[src/rtl/tod_pkg.sv]
// Shared types and BCD helpers for the time-of-day clock.
// Assumes the time fields always hold packed BCD.
package tod_pkg;

    typedef struct packed {
        logic       stop;
        logic [6:0] sec;
        logic [6:0] min;
        logic       kick;
        logic [5:0] hr;
        logic       ftest;
        logic [2:0] dow;
        logic [5:0] date;
        logic [4:0] mon;
        logic [7:0] yr;
    } tod_time_t;

    localparam tod_time_t TOD_RESET = '{stop: 1'b0, sec: 7'h00, min: 7'h00,
                                        kick: 1'b0, hr: 6'h00, ftest: 1'b0,
                                        dow: 3'd1, date: 6'h01, mon: 5'h01,
                                        yr: 8'h00};

    // Add one to a two-digit packed BCD value (no wrap handling).
    function automatic logic [7:0] bcd_inc(input logic [7:0] v);
        if (v[3:0] == 4'd9)
            return {v[7:4] + 4'd1, 4'd0};
        return {v[7:4], v[3:0] + 4'd1};
    endfunction

    // A BCD year is divisible by four when: tens even and units 0/4/8, or tens odd and units 2/6.
    function automatic logic bcd_leap(input logic [7:0] yr);
        if (yr[4])
            return (yr[3:0] == 4'd2) || (yr[3:0] == 4'd6);
        return (yr[3:0] == 4'd0) || (yr[3:0] == 4'd4) || (yr[3:0] == 4'd8);
    endfunction

    // Last valid BCD date of a BCD month.
    function automatic logic [5:0] bcd_last_day(input logic [4:0] mon, input logic [7:0] yr);
        case (mon)
            5'h02:                      return bcd_leap(yr) ? 6'h29 : 6'h28;
            5'h04, 5'h06, 5'h09, 5'h11: return 6'h30;
            default:                    return 6'h31;
        endcase
    endfunction

endpackage

[src/rtl/tod_count_chain.sv]
// Running BCD counters of the clock.
// Advances on a tick unless the stop flag is set, with cascaded carries
// up to the year. A load replaces all fields and takes priority over a tick.
// Assumes the tick is a single-cycle pulse.
module tod_count_chain
    import tod_pkg::*;
(
    input  logic      clk,
    input  logic      rst_n,
    input  logic      tick,
    input  logic      load,
    input  tod_time_t load_val,
    output tod_time_t run
);

    tod_time_t  nxt;
    logic       adv, c_sec, c_min, c_hr, c_date, c_mon;
    logic [7:0] s8, m8, h8, dt8, mo8;

    // Next-state value of every field, with the carry chain.
    always_comb begin
        nxt    = run;
        adv    = tick && !run.stop;
        c_sec  = adv && (run.sec == 7'h59);
        c_min  = c_sec && (run.min == 7'h59);
        c_hr   = c_min && (run.hr == 6'h23);
        c_date = c_hr && (run.date == bcd_last_day(run.mon, run.yr));
        c_mon  = c_date && (run.mon == 5'h12);
        s8     = bcd_inc({1'b0, run.sec});
        m8     = bcd_inc({1'b0, run.min});
        h8     = bcd_inc({2'b00, run.hr});
        dt8    = bcd_inc({2'b00, run.date});
        mo8    = bcd_inc({3'b000, run.mon});
        if (adv)
            nxt.sec = c_sec ? 7'h00 : s8[6:0];
        if (c_sec)
            nxt.min = c_min ? 7'h00 : m8[6:0];
        if (c_min)
            nxt.hr = c_hr ? 6'h00 : h8[5:0];
        if (c_hr) begin
            nxt.dow  = (run.dow == 3'd7) ? 3'd1 : run.dow + 3'd1;
            nxt.date = c_date ? 6'h01 : dt8[5:0];
        end
        if (c_date)
            nxt.mon = c_mon ? 5'h01 : mo8[4:0];
        if (c_mon)
            nxt.yr = (run.yr == 8'h99) ? 8'h00 : bcd_inc(run.yr);
    end

    // Counter register: reset, load from holding copy, or advance.
    always_ff @(posedge clk) begin
        if (!rst_n)
            run <= TOD_RESET;
        else if (load)
            run <= load_val;
        else
            run <= nxt;
    end

endmodule

[src/rtl/tod_bus_regs.sv]
// Register window of the clock.
// Decodes eight byte addresses at WIN_BASE and keeps the control bits,
// the holding copy for software loads, and the readable copy that reads
// return. Assumes a single-cycle write strobe; read data is combinational.
module tod_bus_regs
    import tod_pkg::*;
#(
    parameter int                ADDR_W   = 11,
    parameter logic [ADDR_W-1:0] WIN_BASE = 11'h7F8
) (
    input  logic              clk,
    input  logic              rst_n,
    input  logic [ADDR_W-1:0] addr,
    input  logic              wr_en,
    input  logic [7:0]        wr_data,
    input  tod_time_t         run,
    output logic [7:0]        rd_data,
    output logic              load,
    output tod_time_t         hold,
    output tod_time_t         shadow,
    output logic              ctrl_read
);

    localparam int              WIN_W  = 3;
    localparam int              PAGE_W = ADDR_W - WIN_W;
    localparam logic [PAGE_W-1:0] WIN_PAGE = WIN_BASE[ADDR_W-1:WIN_W];
    localparam logic [WIN_W-1:0] OFF_CTRL = 3'd0;
    localparam logic [WIN_W-1:0] OFF_SEC  = 3'd1;
    localparam logic [WIN_W-1:0] OFF_MIN  = 3'd2;
    localparam logic [WIN_W-1:0] OFF_HR   = 3'd3;
    localparam logic [WIN_W-1:0] OFF_DOW  = 3'd4;
    localparam logic [WIN_W-1:0] OFF_DATE = 3'd5;
    localparam logic [WIN_W-1:0] OFF_MON  = 3'd6;
    localparam logic [WIN_W-1:0] OFF_YR   = 3'd7;

    logic             hit, ctrl_we, field_we, capture;
    logic [WIN_W-1:0] off;
    logic             wr_q, rd_q, sign_q;

    // Address decode and write qualification.
    always_comb begin
        hit      = (addr[ADDR_W-1:WIN_W] == WIN_PAGE);
        off      = addr[WIN_W-1:0];
        ctrl_we  = wr_en && hit && (off == OFF_CTRL);
        field_we = wr_en && hit && (off != OFF_CTRL) && wr_q;
        capture  = ctrl_we && wr_data[7] && !wr_q;
        load     = ctrl_we && !wr_data[7] && wr_q;
    end

    assign ctrl_read = rd_q;

    // Control bits: load-enable, freeze, trim direction.
    always_ff @(posedge clk) begin
        if (!rst_n) begin
            wr_q   <= 1'b0;
            rd_q   <= 1'b0;
            sign_q <= 1'b0;
        end else if (ctrl_we) begin
            wr_q   <= wr_data[7];
            rd_q   <= wr_data[6];
            sign_q <= wr_data[5];
        end
    end

    // Holding copy: snapshot on load-enable rise, then per-field writes.
    always_ff @(posedge clk) begin
        if (!rst_n)
            hold <= TOD_RESET;
        else if (capture)
            hold <= run;
        else if (field_we) begin
            case (off)
                OFF_SEC:  begin hold.stop <= wr_data[7]; hold.sec <= wr_data[6:0]; end
                OFF_MIN:  hold.min <= wr_data[6:0];
                OFF_HR:   begin hold.kick <= wr_data[7]; hold.hr <= wr_data[5:0]; end
                OFF_DOW:  begin hold.ftest <= wr_data[6]; hold.dow <= wr_data[2:0]; end
                OFF_DATE: hold.date <= wr_data[5:0];
                OFF_MON:  hold.mon <= wr_data[4:0];
                OFF_YR:   hold.yr <= wr_data;
                default:  ;
            endcase
        end
    end

    // Readable copy: follows the counters unless frozen.
    always_ff @(posedge clk) begin
        if (!rst_n)
            shadow <= TOD_RESET;
        else if (!rd_q)
            shadow <= run;
    end

    // Combinational read mux with zero fill of unused bits.
    always_comb begin
        rd_data = 8'h00;
        if (hit) begin
            case (off)
                OFF_CTRL: rd_data = {wr_q, rd_q, sign_q, 5'b00000};
                OFF_SEC:  rd_data = {shadow.stop, shadow.sec};
                OFF_MIN:  rd_data = {1'b0, shadow.min};
                OFF_HR:   rd_data = {shadow.kick, 1'b0, shadow.hr};
                OFF_DOW:  rd_data = {1'b0, shadow.ftest, 3'b000, shadow.dow};
                OFF_DATE: rd_data = {2'b00, shadow.date};
                OFF_MON:  rd_data = {3'b000, shadow.mon};
                OFF_YR:   rd_data = shadow.yr;
                default:  rd_data = 8'h00;
            endcase
        end
    end

endmodule

[src/rtl/tod_clock_regs.sv]
// Top of the BCD time-of-day clock: a register window plus running counters.
// Assumes tick_1hz is a one-cycle pulse synchronous to clk.
module tod_clock_regs
    import tod_pkg::*;
#(
    parameter int                ADDR_W   = 11,
    parameter logic [ADDR_W-1:0] WIN_BASE = 11'h7F8
) (
    input  logic              clk,
    input  logic              rst_n,
    input  logic              tick_1hz,
    input  logic [ADDR_W-1:0] addr,
    input  logic              wr_en,
    input  logic [7:0]        wr_data,
    output logic [7:0]        rd_data
);

    tod_time_t run_time, hold_val, shadow_val;
    logic      load_pulse, ctrl_read;

    tod_bus_regs #(.ADDR_W(ADDR_W), .WIN_BASE(WIN_BASE)) u_regs (
        .clk       (clk),
        .rst_n     (rst_n),
        .addr      (addr),
        .wr_en     (wr_en),
        .wr_data   (wr_data),
        .run       (run_time),
        .rd_data   (rd_data),
        .load      (load_pulse),
        .hold      (hold_val),
        .shadow    (shadow_val),
        .ctrl_read (ctrl_read)
    );

    tod_count_chain u_chain (
        .clk      (clk),
        .rst_n    (rst_n),
        .tick     (tick_1hz),
        .load     (load_pulse),
        .load_val (hold_val),
        .run      (run_time)
    );

endmodule

[config.mk]
export PLATFORM = sky130hd
export DESIGN_NAME = tod_clock_regs
export DESIGN_NICKNAME = d
export VERILOG_FILES = /design/src/rtl/tod_pkg.sv /design/src/rtl/tod_count_chain.sv /design/src/rtl/tod_bus_regs.sv /design/src/rtl/tod_clock_regs.sv
export SDC_FILE = /design/constraint.sdc
export NUM_CORES = 1
export LEC_CHECK = 0
export BUFFER_PORTS_ARGS = -buffer_cell sky130_fd_sc_hd__buf_4
export CORE_UTILIZATION = 60
export DETAILED_ROUTE_END_ITERATION = 8
export PLACE_DENSITY = 0.78
export SETUP_SLACK_MARGIN = 0.05
export SYNTH_ARGS = -nofsm -noshare
export SYNTH_HDL_FRONTEND = slang
export SYNTH_SLANG_ARGS = --single-unit
[constraint.sdc]
create_clock -name clk -period 2.9 [get_ports clk]
set_clock_uncertainty 0.05 [all_clocks]
set_input_delay 0.145 -clock clk [delete_from_list [all_inputs] [get_ports clk]]
set_output_delay 0.145 -clock clk [all_outputs]
set_load 0.02 [all_outputs]
Word-level counts from Yosys, hierarchy flattened:

Index checks and enable logic that the tools add are counted.

* bits in registers: 138
* latch bits: 0
* memory bits (writable): 0
* bits in read-only memories: 0
* input port bits: 23
* logic and storage cells: 190
* memories: 0

* $add $sub $neg: 13
* multipliers: 0
* div/mod/pow operators: 0
* order comparisons: 0
* equality and inequality tests: 30
* shifts and indexed selects: 0
* muxes and demuxes: 51
* bitwise gates (word level): 0
* reductions and logical operators: 57

Operator list (count)
* 2-to-1 mux 45 bit: 2
* 2-to-1 mux 7 bit: 10
* one-hot mux 8 bit (8 select lines): 1
* 2-to-1 mux 8 bit: 7
* 2-to-1 mux 6 bit: 8
* 2-to-1 mux 44 bit: 1
* adder 4 x 1 -> 4 bit, second input constant: 7
* == test 4 bit, second input constant: 7
* nonzero test 2 bit: 14
* AND reduction 2 bit: 13
* 2-to-1 mux 5 bit: 5
* nonzero test 3 bit: 7
* == test 8 bit, second input constant: 2
* == test 3 bit, second input constant: 5
* == test 7 bit, second input constant: 2
* logical AND 1 bit: 14
* 2-to-1 mux 1 bit: 13
* one-hot mux 6 bit (2 select lines): 1
* == test 5 x 3 -> 1 bit, second input constant: 2
* == test 5 bit, second input constant: 2
* adder 3 x 1 -> 3 bit, second input constant: 3
* 2-to-1 mux 9 bit: 1
* == test 4 x 3 -> 1 bit, second input constant: 2
* == test 3 x 2 -> 1 bit, second input constant: 2
* other kinds (15): 20

Logic depth before layout (Yosys ltp):

Gate-level depths: netlist (run 1).

* depth in word-level cells: 15
* mapped depth: 10
* depth with buffers taken out: 9

Modules after synthesis:

From an unflattened synthesis (run 1), not the netlist that was laid out.

* cells, all modules: 853
* area total of the unflattened synthesis: 7334.5 µm²

Modules (own cells, without submodules)
* tod_bus_regs: times used 1, cells an instance 473, area an instance 4311.6 µm², sequential area each 1861.8 µm²
* tod_count_chain: times used 1, cells an instance 380, area an instance 3022.9 µm², sequential area each 900.9 µm²

Worst setup path before layout (run 1):

No wires, ideal clock.

* kind: flip-flop to flip-flop
* start point: register u_chain.run[41] (netlist name)
* end point: register u_chain.run[0] (netlist name)
* library setup time: 0.079 ns
* arrival time: 2.319 ns
* required time: 2.771 ns
* path slack: 0.452 ns
* stages on the path, launching flop included: 10
* path buffers: 1
* clock period less this slack: 2.448 ns
* cells stage by stage: dfxtp_1 ha_1 nand4b_1 or4_1 buf_2 or2_4 nand2b_4 a211oi_2 xnor2_1 a211oi_2

* cells in the longest elaborated chain, start to end: 7

RTL lines
* == test 7 bit: line tod_count_chain.sv:24 `c_sec = adv && (run.sec == 7'h59);`
* logical AND 1 bit: line tod_count_chain.sv:24
* logical AND 1 bit: line tod_count_chain.sv:25 `c_min = c_sec && (run.min == 7'h59);`
* logical AND 1 bit: line tod_count_chain.sv:26 `c_hr = c_min && (run.hr == 6'h23);`
* logical AND 1 bit: line tod_count_chain.sv:27 `c_date = c_hr && (run.date == bcd_last_day(run.mon, run.yr));`
* logical AND 1 bit: line tod_count_chain.sv:28 `c_mon = c_date && (run.mon == 5'h12);`
* nonzero test 2 bit (no line)

Every way passes these cells.
A chain may end at the register's enable or synchronous reset.

Worst setup path after layout (run 1):

* start point: register u_chain.run[42] (netlist name)
* end point: register u_chain.run[5] (netlist name)

* cells in the longest elaborated chain, start to end: 8

RTL lines (line)
* == test 7 bit: tod_count_chain.sv:24
* logical AND 1 bit: tod_count_chain.sv:24
* logical AND 1 bit: tod_count_chain.sv:25
* logical AND 1 bit: tod_count_chain.sv:26
* logical AND 1 bit: tod_count_chain.sv:27
* logical AND 1 bit: tod_count_chain.sv:28
* nonzero test 2 bit (no line)
* AND reduction 2 bit (no line)

Every way passes these cells.

==> results of run 1 <==
==> synth_stat cells (6+ instances only) <==
cell type / n / area [um^2]
and3_1: 6 / 37.5
a221oi_1: 7 / 61.3
ha_1: 17 / 213
nand2_1: 72 / 270
nor2_1: 123 / 462
inv_1: 16 / 60.1
dfxtp_1: 138 / 2760
nand3b_1: 6 / 45.0
clkbuf_1: 48 / 180
nor3_1: 37 / 185
a211oi_1: 37 / 278
mux2i_1: 75 / 751
a311oi_1: 11 / 96.3
nand3_1: 24 / 120
buf_2: 7 / 35.0
buf_1: 6 / 22.5
a22oi_1: 26 / 195
a21oi_1: 42 / 210
nor2b_1: 9 / 56.3
o21ai_1: 7 / 35.0
or4_1: 6 / 45.0
o21ai_0: 18 / 90.1
==> timing repair <==
| item | in CTS | in global routing |
|---|---|---|
| hold endpoints to repair | 3 | 0 |
| hold buffers | 2 | 0 |
| setup endpoints to repair | 0 | 2 |
| resized for setup | 0 | 1 |
| setup buffers | 0 | 1 |
==> tightest hold or removal path, stage by stage <==
cell and delay, ns:
buf_4 0.15, nand3_1 0.07, a311oi_1 0.08
==> worst paths after layout <==
| path | startpoint | endpoint | slack [ns] | cells after the start |
|---|---|---|---|---|
| max reg2reg | u_chain.run[42] | u_chain.run[5] | 0.1 | 10 |
| min reg2reg | u_regs.hold[8] | u_regs.hold[8] | 0.40 | 2 |
| max | u_chain.run[42] | u_chain.run[5] | 0.1 | 10 |
| min | wr_data[6] | u_regs.hold[43] | 0.02 | 3 |
==> placed cells by master, fill, tap and decap left out, drive strengths merged, types with 6 or more instances in the layout <==
cell / count
a21oi: 43
nand2b: 6
buf: 54
dfxtp: 138
a311oi: 11
inv: 16
nand2: 72
nor2: 123
or4: 7
ha: 17
a221oi: 7
o211ai: 6
mux2i: 75
a211oi: 40
a22oi: 26
nor3: 38
nor2b: 9
clkbuf: 18
nand3: 24
nand3b: 7
and3: 6
o21ai: 26
clkinv: 9
mux2: 6
==> cells by family after synthesis <==
family | after synthesis
buffers and inverters | 79
DFF | 138
and+or+nand+nor | 322
muxes | 83
xor gates and xnor gates | 7
AOI/OAI and AO/OA | 187
adders and majority gates | 17
==> per-stage QoR <==
step | cell area [um^2] | instances | worst slack [ns] | total power, mW | hold WS, ns
2_1_floorplan | 7080 | 833 | 0.452 | 2.06 | 0.229
3_3_place_gp | 7450 | 966 | 0.318 | 2.13 | 0.383
3_5_place_dp | 7450 | 966 | 0.196 | 2.14 | 0.393
4_1_cts | 8080 | 1000 | 0.163 | 4.34 | 0.00379
5_1_grt | 8090 | 1001 | 0.0438 | 4.46 | 0.0290
6_report | 8090 | 1001 | 0.0993 | 4.35 | 0.0170
==> metal layers <==
layer / part of all wire, % / vias to the layer above / GRT usage [%]
met1: 43 / 3145 / 45.2
met2: 45 / 331 / 51.5
met5: 0.064 / - / 0
met3: 9.3 / 51 / 7.68
met4: 2.8 / 2 / 15.6
li1: - / 3046 / -
==> sequential cells by signal (all words and copies together) (netlist names) <==
register / flops
u_regs.ctrl_read: 1
u_regs.sign_q: 1
u_regs.wr_q: 1
u_regs.hold: 45
u_chain.run: 45
u_regs.shadow: 45
==> power breakdown <==
| group | switching, mW | total, mW | internal [mW] |
|---|---|---|---|
| Sequential | 0.0196 | 1.93 | 1.91 |
| Combinational | 0.118 | 0.180 | 0.0624 |
| Clock | 0.861 | 2.24 | 1.38 |
| Total | 0.998 | 4.35 | 3.35 |
==> cell type report <==
class                      count  share of cell area [%]
sequential                   138                    34.2
multi-input combinational    616                    49.6
tap                          143                    2.21
clock buffer                  18                    5.43
inverter                      16                   0.758
clock inverter                14                    2.13
timing repair buffer          56                    5.72
==> run_results.csv, run 1 <==
group,metric,value,unit
sta,share_of_the_clock_period_used_by_the_worst_path,96.6,%
logic_synthesis,postSynthNetCount,873,
critical_path,crit_chain,"inv_1 > ha_1 > nand4b_1 > nor4_2 > nor2b_1 > buf_4 > nand2_1 > a2111o_1 > a221oi_1 > a311oi_1",
sta,setup_viol,0,
placed_design,dp_hpwl,13.4,mm
cts,cts_tree,"done",
critical_path,worst-path-buf-inv,2,
die,num_rows,39,
cts,clk_path_buf_depth,2,
sta,final_hold_violation_count,0,
status,run_status,"finished, final reports clean",
run,timing.max_cap.violations,0,
logic_synthesis,netlist_area,0.00708,mm^2
sta,actual_transition_at_the_worst_max_transition_pin,0.779,ns
layout,num_antenna_cells,0,
logic_synthesis,post_synth_num_cell_types,70,
global_routing,first_pass_grt_wire_length,32.6,mm
critical_path,setup.worst_path.class,"reg2reg",
logic_synthesis,proportion_of_synthesized_area_in_mux_cells,12.2,%
critical_path,crit_path_max_delay_family,"simple AND/OR/NAND/NOR gates",
logic_synthesis,netlist_instances,833,
die,design.core.area,0.0115,mm^2
routing,num_vias,6575,
cts,cts_inserted_buffers,17,
die,io-pin-count,31,
logic_synthesis,asyncSetResetFlopFracSynth,0,%
sta,final_count_of_pins_violating_max_slew,0,
critical_path,crit_path_start_kind,"flip-flop",
global_routing,grt.total_usage,33.7,%
power_and_ir_drop,cellLeakagePower,2.88,nW
placed_design,port_buffers,30,
logic_synthesis,synth_enable_flop_cells,0,
power_and_ir_drop,worst_ir_drop_vdd,589,uV
die,fp.dieW,111,um
logic_synthesis,yosys.area_share.xor_xnor,0.866,%
layout,n_fill_cell,904,
layout,area_occupied_by_multi_input_gates,0.00401,mm^2
cts,post_cts_clock_slew_at_the_launch_and_capture_registers_of_the_worst_setup_and_hold_paths,0.06,ns
routing,remaining_routing_drc_violations,0,
cts,cts_sinks,138,
hold_path,min-delay-path-class,"in2reg",
global_routing,gr-total-overflow,0,
critical_path,crit_path_max_incr_delay,0.43,ns
sta,worst_slew_margin_rel,48.1,%
logic_synthesis,synth_seq_area_share,39.0,%
critical_path,worstPathArrival,3.04,ns
die,die_h,111,um
die,dieArea,0.0122,mm^2
layout,area_growth_syn_to_layout,14.3,%
sta,setup_total_negative_slack,0,ns
layout,nNetsFinal,885,
critical_path,required,3.14,ns
logic_synthesis,share_of_the_synthesized_area_in_compound_gates_ao_oa_aoi_oai,18.7,%
critical_path,timing.critical_path.to_type,"flip-flop",
cts,clockRootBuffer,"clkbuf_16",
global_routing,first_global_vias,6206,
layout,finalCoreUtilization,70.6,%
logic_synthesis,synth_fa_ha_area_share,3.00,%
power_and_ir_drop,power.density_cell_area,537,mW/mm^2
sta,fmax,357,MHz
cts,clkLatencyLatePin,0.43,ns
routing,route.detailed.wl_per_inst,20.2,um
global_routing,grt_max_degree,54,
placed_design,routabilityCongestion,0.922,
routing,drt_iter0_drc,812,
cts,htreeDepth,4,
routing,dr.pass1.iters,6,
logic_synthesis,synthSimpleGateAreaFrac,21.8,%
sta,rsz0062_at_grt,"no",
critical_path,critical_path.slowest_cell,"a2111o_1",
routing,finalWirelength,20.2,mm
sta,min_period,2.80,ns
layout,register_area,0.00277,mm^2
logic_synthesis,avgSynthCellArea,8.50,um^2
die,initial_core_utilization,61.8,%
logic_synthesis,synth_warnings,0,
global_routing,antenna_found_initial,1,
logic_synthesis,synth.ff_latch_count,138,
routing,vias_per_cell,6.57,
logic_synthesis,synth_top_family_by_area,"simple AND/OR/NAND/NOR gates",
layout,post_route_cells_drive_above_1_share,13.8,%
routing,drtAntennaViolNets,0,
critical_path,critical_path.max_fanout,14,
logic_synthesis,top_flip_flop_cell_by_instance_count_after_synthesis,"dfxtp_1",
No activity file was read; power rests on OpenSTA's default activity.
==> run 2, diff against run 1 <==
--- a/config.mk
+++ b/config.mk
@@ -8,7 +8,7 @@
 export BUFFER_PORTS_ARGS = -buffer_cell sky130_fd_sc_hd__buf_4
 export CORE_UTILIZATION = 60
 export DETAILED_ROUTE_END_ITERATION = 8
-export PLACE_DENSITY = 0.78
+export PLACE_DENSITY = 0.84
 export SETUP_SLACK_MARGIN = 0.05
 export SYNTH_ARGS = -nofsm -noshare
 export SYNTH_HDL_FRONTEND = slang
==> run 2 against run 1 <==
Against the previous run: core utilization shrank 0.20 points; routed wire length is essentially flat; worst setup slack gained 0.030 ns; first-iteration DRC count shrank 6.0%; via count grew 0.68%; sequential share of layout area grew 0.095 points; critical path depth shrank 2.
==> run_results.csv, run 2 (synthesis gave the netlist of run 1 again) <==
group,metric,value,unit
routing,remaining_routing_drc_violations,0,
power_and_ir_drop,cellLeakagePower,2.87,nW
global_routing,grt_most_used_layer,"met2",
critical_path,reg2reg_setup_slack,0.13,ns
hold_path,min-delay-path-class,"in2reg",
layout,post_route_cells_drive_above_1_share,13.6,%
cts,clockRootBuffer,"clkbuf_16",
routing,drt_iter0_drc,763,
sta,whs,0.0258,ns
layout,nNetsFinal,883,
layout,n_fill_cell,818,
global_routing,first_pass_grt_wire_length,32.4,mm
global_routing,met1_use_gr,43.5,%
die,initial_core_utilization,61.8,%
layout,layout.cells.most_common,"dfxtp_1",
layout,num_antenna_cells,0,
critical_path,crit_path_start_kind,"flip-flop",
sta,share_of_the_clock_period_used_by_the_worst_path,95.5,%
sta,min_period,2.77,ns
layout,top_regs,"u_chain.run (45), u_regs.hold (45), u_regs.shadow (45)",
die,io-pin-count,31,
critical_path,crit_end,"u_chain.run[9]",
cts,cts_sinks,138,
routing,route.detailed.wl_per_inst,20.2,um
critical_path,timing.reg2reg.worst_path_depth,8,
layout,final_design_area_no_fill,0.00807,mm^2
cts,clk_path_buf_depth,2,
routing,vias_per_cell,6.63,
placed_design,dp_hpwl,13.3,mm
cts,htreeDepth,4,
power_and_ir_drop,power.density_cell_area,533,mW/mm^2
routing,drtAntennaViolNets,0,
sta,final_count_of_pins_violating_max_slew,0,
critical_path,setup.worst_path.class,"reg2reg",
critical_path,timing.critical_path.to_type,"flip-flop",
sta,worst_slew_margin_rel,53.2,%
routing,num_vias,6620,
placed_design,place_area,0.00742,mm^2
critical_path,critical_path.max_fanout,5,
placed_design,placed_cells,963,
layout,post_layout_cell_count,999,
layout,finalCoreUtilization,70.4,%
critical_path,r2r-start,"u_chain.run[42]",
cts,clkLatencyLatePin,0.43,ns
power_and_ir_drop,totalPowerFinal,4.30,mW
placed_design,port_buffers,30,
layout,mostFrequentLayoutCells,"136 x dfxtp_1, 123 x nor2_1, 75 x mux2i_1",
critical_path,required,3.17,ns
die,die_h,111,um
die,dieArea,0.0122,mm^2
sta,final_hold_violation_count,0,
cts,cts_inserted_buffers,17,
global_routing,antenna_found_initial,0,
sta,fmax,361,MHz
status,run_status,"finished, final reports clean",
global_routing,grtUsageMet2,51.9,%
critical_path,crit_chain,"inv_1 > ha_1 > nand4b_1 > or4_1 > or2_4 > a211oi_2 > o221a_2 > a21oi_1",
layout,area_growth_syn_to_layout,14.0,%
cts,cts_tree,"done",
sta,actual_transition_at_the_worst_max_transition_pin,0.696,ns
global_routing,grt_max_degree,98,
power_and_ir_drop,worst_ir_drop_vdd,755,uV
critical_path,timing.rr.end,"u_chain.run[9]",
routing,finalWirelength,20.2,mm
cts,post_cts_clock_slew_at_the_launch_and_capture_registers_of_the_worst_setup_and_hold_paths,0.06,ns
critical_path,worstPathArrival,3.04,ns
die,fp.dieW,111,um
critical_path,crit_path_max_incr_delay,0.66,ns
critical_path,critical_path.slowest_cell,"or4_1",
routing,dr.pass1.iters,6,
global_routing,gr-total-overflow,0,
die,design.core.area,0.0115,mm^2
sta,rsz0062_at_grt,"no",
global_routing,first_global_vias,6229,
placed_design,routabilityCongestion,0.901,
global_routing,met3_routing_resource_usage_after_global_routing,9.99,%
hold_path,min_path_cells,3,
critical_path,cp-startpoint,"u_chain.run[42]",
global_routing,grt.total_usage,33.4,%
run,timing.max_cap.violations,0,
sta,setup_viol,0,
die,num_rows,39,
## run 2: layout make-up
cell class              instances  area (um^2)  share of cell area [%]
clock buffers                  20          447                    5.53
clock inverters                12          149                    1.84
inverters                      16         61.3                   0.760
multi-input cells             616         4030                    50.0
flip-flops and latches        138         2770                    34.3
well taps                     143          179                    2.22
repair buffers                 54          435                    5.40
## run 2: per-stage QoR
stage	setup WS (ns)	TNS [ns]
final	0.129	0
after global routing	0.0520	0
after CTS	0.0925	0
after detailed placement	-0.00561	-0.00561
after global placement	0.126	0
after floorplan	0.452	0
## run 2: per-layer routing
| layer | up-vias | part of all wire [%] |
|---|---|---|
| li1 | 3050 | - |
| met1 | 3137 | 40 |
| met2 | 367 | 47 |
| met3 | 66 | 9.8 |
| met4 | 0 | 3.1 |
| met5 | - | 0 |
## run 2: timing repair
| action | CTS | global route |
|---|---|---|
| gates resized for setup | 1 | 4 |
| gates cloned | 0 | 0 |
| pin swaps | 0 | 2 |
| endpoints found under the hold margin | 6 | 0 |
| buffers inserted | 0 | 2 |
| endpoints found under the setup margin | 5 | 10 |
| hold buffers | 2 | 0 |
## run 2: critical path: cells and delay by family, from the launching register on
kind / cells / cell delay, ns
compound gates: 3 / 0.73
fa+ha+maj: 1 / 0.19
buf+inv: 1 / 0.08
simple gates: 3 / 1.25
flops: 1 / 0.36
## run 2: report_power, final
group	switching [mW]	internal, mW	leakage, nW	total, mW
Combinational	0.118	0.0596	1.48	0.177
Clock	0.830	1.37	0.282	2.20
Sequential	0.0192	1.91	1.11	1.93
## run 2: worst min-delay path by stage
stage	from	end	slack [ns]
6_report	wr_data[7]	u_regs.wr_q	0.03
2_1_floorplan	wr_data[0]	u_regs.hold[19]	0.23
3_3_place_gp	u_regs.hold[19]	u_regs.hold[19]	0.38
3_5_place_dp	u_regs.hold[18]	u_regs.hold[18]	0.40
5_1_grt	wr_data[0]	u_regs.hold[19]	0.02
4_1_cts	wr_data[7]	u_regs.wr_q	0.01
==> run 3, diff against run 2 <==
--- a/config.mk
+++ b/config.mk
@@ -9,7 +9,7 @@
 export CORE_UTILIZATION = 60
 export DETAILED_ROUTE_END_ITERATION = 8
 export PLACE_DENSITY = 0.84
-export SETUP_SLACK_MARGIN = 0.05
+export SETUP_SLACK_MARGIN = 0.4
 export SYNTH_ARGS = -nofsm -noshare
 export SYNTH_HDL_FRONTEND = slang
 export SYNTH_SLANG_ARGS = --single-unit
==> run 3 against run 2 <==
Against the previous run: design area rose by 3.0%; largest power group unchanged; via count rose by 4.7%; die area did not move; core utilization rose by 2.1 points; cell count rose by 1.5%; non-clock buffer count rose by 15; hold slack improved by 0.0024 ns; global-route usage rose by 1.2 points; flip-flop and latch count did not move; highest routed layer unchanged; routed wire length rose by 7.2%; first-iteration DRC count fell by 1.0%.
==> run_results.csv, run 3 (synthesis gave the netlist of run 1 again) <==
group,metric,value,unit
critical_path,required,3.15,ns
cts,clkLatencyLatePin,0.43,ns
sta,share_of_the_clock_period_used_by_the_worst_path,90.1,%
critical_path,crit_path_max_delay_family,"simple AND/OR/NAND/NOR gates",
sta,actual_transition_at_the_worst_max_transition_pin,0.696,ns
global_routing,gr-total-overflow,0,
critical_path,cp-startpoint,"u_chain.run[10]",
cts,cts_inserted_buffers,17,
global_routing,grt_max_degree,98,
die,fp.dieW,111,um
global_routing,first_pass_grt_wire_length,33.4,mm
sta,setup_total_negative_slack,0,ns
sta,min_period,2.61,ns
critical_path,cp.depth,8,
global_routing,first_global_vias,6452,
placed_design,placed_cells,963,
sta,final_hold_violation_count,0,
critical_path,timing.rr.end,"u_chain.run[5]",
layout,finalCoreUtilization,72.5,%
die,num_rows,39,
status,run_status,"finished, final reports clean",
critical_path,crit_path_start_kind,"flip-flop",
placed_design,dp_hpwl,13.3,mm
layout,mostFrequentLayoutCells,"130 x dfxtp_1, 123 x nor2_1, 75 x mux2i_1",
critical_path,crit_path_max_incr_delay,0.47,ns
layout,top_regs,"u_chain.run (45), u_regs.hold (45), u_regs.shadow (45)",
critical_path,reg2reg_setup_slack,0.29,ns
routing,num_vias,6933,
layout,layout.cells.most_common,"dfxtp_1",
sta,rsz0062_at_grt,"yes",
die,design.core.area,0.0115,mm^2
layout,post_layout_cell_count,1014,
cts,htreeDepth,4,
cts,clockRootBuffer,"clkbuf_16",
power_and_ir_drop,worst_ir_drop_vdd,760,uV
sta,final_count_of_pins_violating_max_slew,0,
critical_path,crit_end,"u_chain.run[5]",
sta,fmax,383,MHz
layout,post_route_cells_drive_above_1_share,17.7,%
die,die_h,111,um
global_routing,antenna_found_initial,0,
routing,route.detailed.wl_per_inst,21.4,um
critical_path,timing.reg2reg.worst_path_depth,8,
run,timing.max_cap.violations,0,
critical_path,critical_path.slowest_cell,"or4_4",
cts,cts_tree,"done",
critical_path,setup.worst_path.class,"reg2reg",
routing,remaining_routing_drc_violations,0,
hold_path,min-delay-path-class,"in2reg",
routing,finalWirelength,21.7,mm
die,dieArea,0.0122,mm^2
layout,nNetsFinal,898,
placed_design,routabilityCongestion,0.901,
critical_path,worstPathArrival,2.86,ns
routing,vias_per_cell,6.84,
critical_path,timing.critical_path.to_type,"flip-flop",
cts,clk_path_buf_depth,2,
cts,post_cts_clock_slew_at_the_launch_and_capture_registers_of_the_worst_setup_and_hold_paths,0.06,ns
routing,drt_iter0_drc,755,
critical_path,r2r-start,"u_chain.run[10]",
layout,n_fill_cell,764,
critical_path,worst-path-buf-inv,1,
critical_path,critical_path.max_fanout,8,
power_and_ir_drop,cellLeakagePower,2.94,nW
placed_design,port_buffers,30,
routing,drtAntennaViolNets,0,
global_routing,grt.total_usage,34.6,%
critical_path,crit_chain,"nand2b_4 > or4_4 > nor3b_4 > o211ai_4 > buf_4 > a2111o_1 > a221oi_2 > a311oi_1",
die,io-pin-count,31,
cts,cts_sinks,138,
placed_design,place_area,0.00742,mm^2
sta,setup_viol,0,
sta,worst_slew_margin_rel,53.2,%
routing,dr.pass1.iters,7,
layout,area_growth_syn_to_layout,17.4,%
layout,num_antenna_cells,0,
power_and_ir_drop,power.density_cell_area,520,mW/mm^2
die,initial_core_utilization,61.8,%
layout,final_design_area_no_fill,0.00831,mm^2
-- run 3: how the worst min path moves through the flow --
stage	slack, ns	to	depth (start not counted)	start
after global routing	0.03	u_regs.sign_q	3	wr_data[5]
after detailed placement	0.40	u_regs.hold[18]	2	u_regs.hold[18]
after CTS	0.01	u_regs.wr_q	3	wr_data[7]
after global placement	0.38	u_regs.hold[19]	2	u_regs.hold[19]
final	0.03	u_regs.wr_q	3	wr_data[7]
after floorplan	0.23	u_regs.hold[19]	2	wr_data[0]
-- run 3: worst reg2reg max path, stage by stage, from the launching register on --
cell      delay (ns)
dfxtp_1         0.38
nand2b_4        0.19
or4_4           0.47
nor3b_4         0.30
o211ai_4        0.16
buf_4           0.18
a2111o_1        0.38
a221oi_2        0.31
a311oi_1        0.07
-- run 3: layout make-up --
type / instances / area (um^2) / share of cell area (%)
tap: 143 / 179 / 2.15
clock inverter: 12 / 149 / 1.79
clock buffer: 20 / 447 / 5.37
sequential: 138 / 2780 / 33.4
multi-input combinational: 616 / 4160 / 50.0
inverter: 16 / 61.3 / 0.737
timing repair buffer: 69 / 546 / 6.56
-- run 3: stage by stage --
stage	hold slack [ns]	worst slack (ns)	power, mW
final	0.0282	0.286	4.32
after global routing	0.0309	0.215	4.42
after CTS	0.0117	0.399	4.30
after detailed placement	0.397	-0.00561	2.13
after global placement	0.384	0.126	2.13
after floorplan	0.229	0.452	2.06
-- run 3: layer usage --
layer  share of wire (%)  wire length [um]  track usage [%]
met5                   0                 0                0
met2                  45              9820             54.2
met1                  39              8510             43.4
met4                 5.1              1100             16.8
met3                  10              2240             10.3
-- run 3: repair_timing --
| action | CTS | global route |
|---|---|---|
| pin swaps | 11 | 14 |
| buffers inserted | 12 | 5 |
| gates resized for setup | 15 | 20 |
| endpoints found under the hold margin | 6 | 0 |
| endpoints found under the setup margin | 18 | 17 |
| hold buffers | 2 | 0 |
-- run 3: power breakdown --
group / switching, mW / internal, mW / total, mW
sequential: 0.0213 / 1.91 / 1.93
combinational: 0.125 / 0.0647 / 0.190
clock: 0.837 / 1.37 / 2.20
total: 0.983 / 3.34 / 4.32
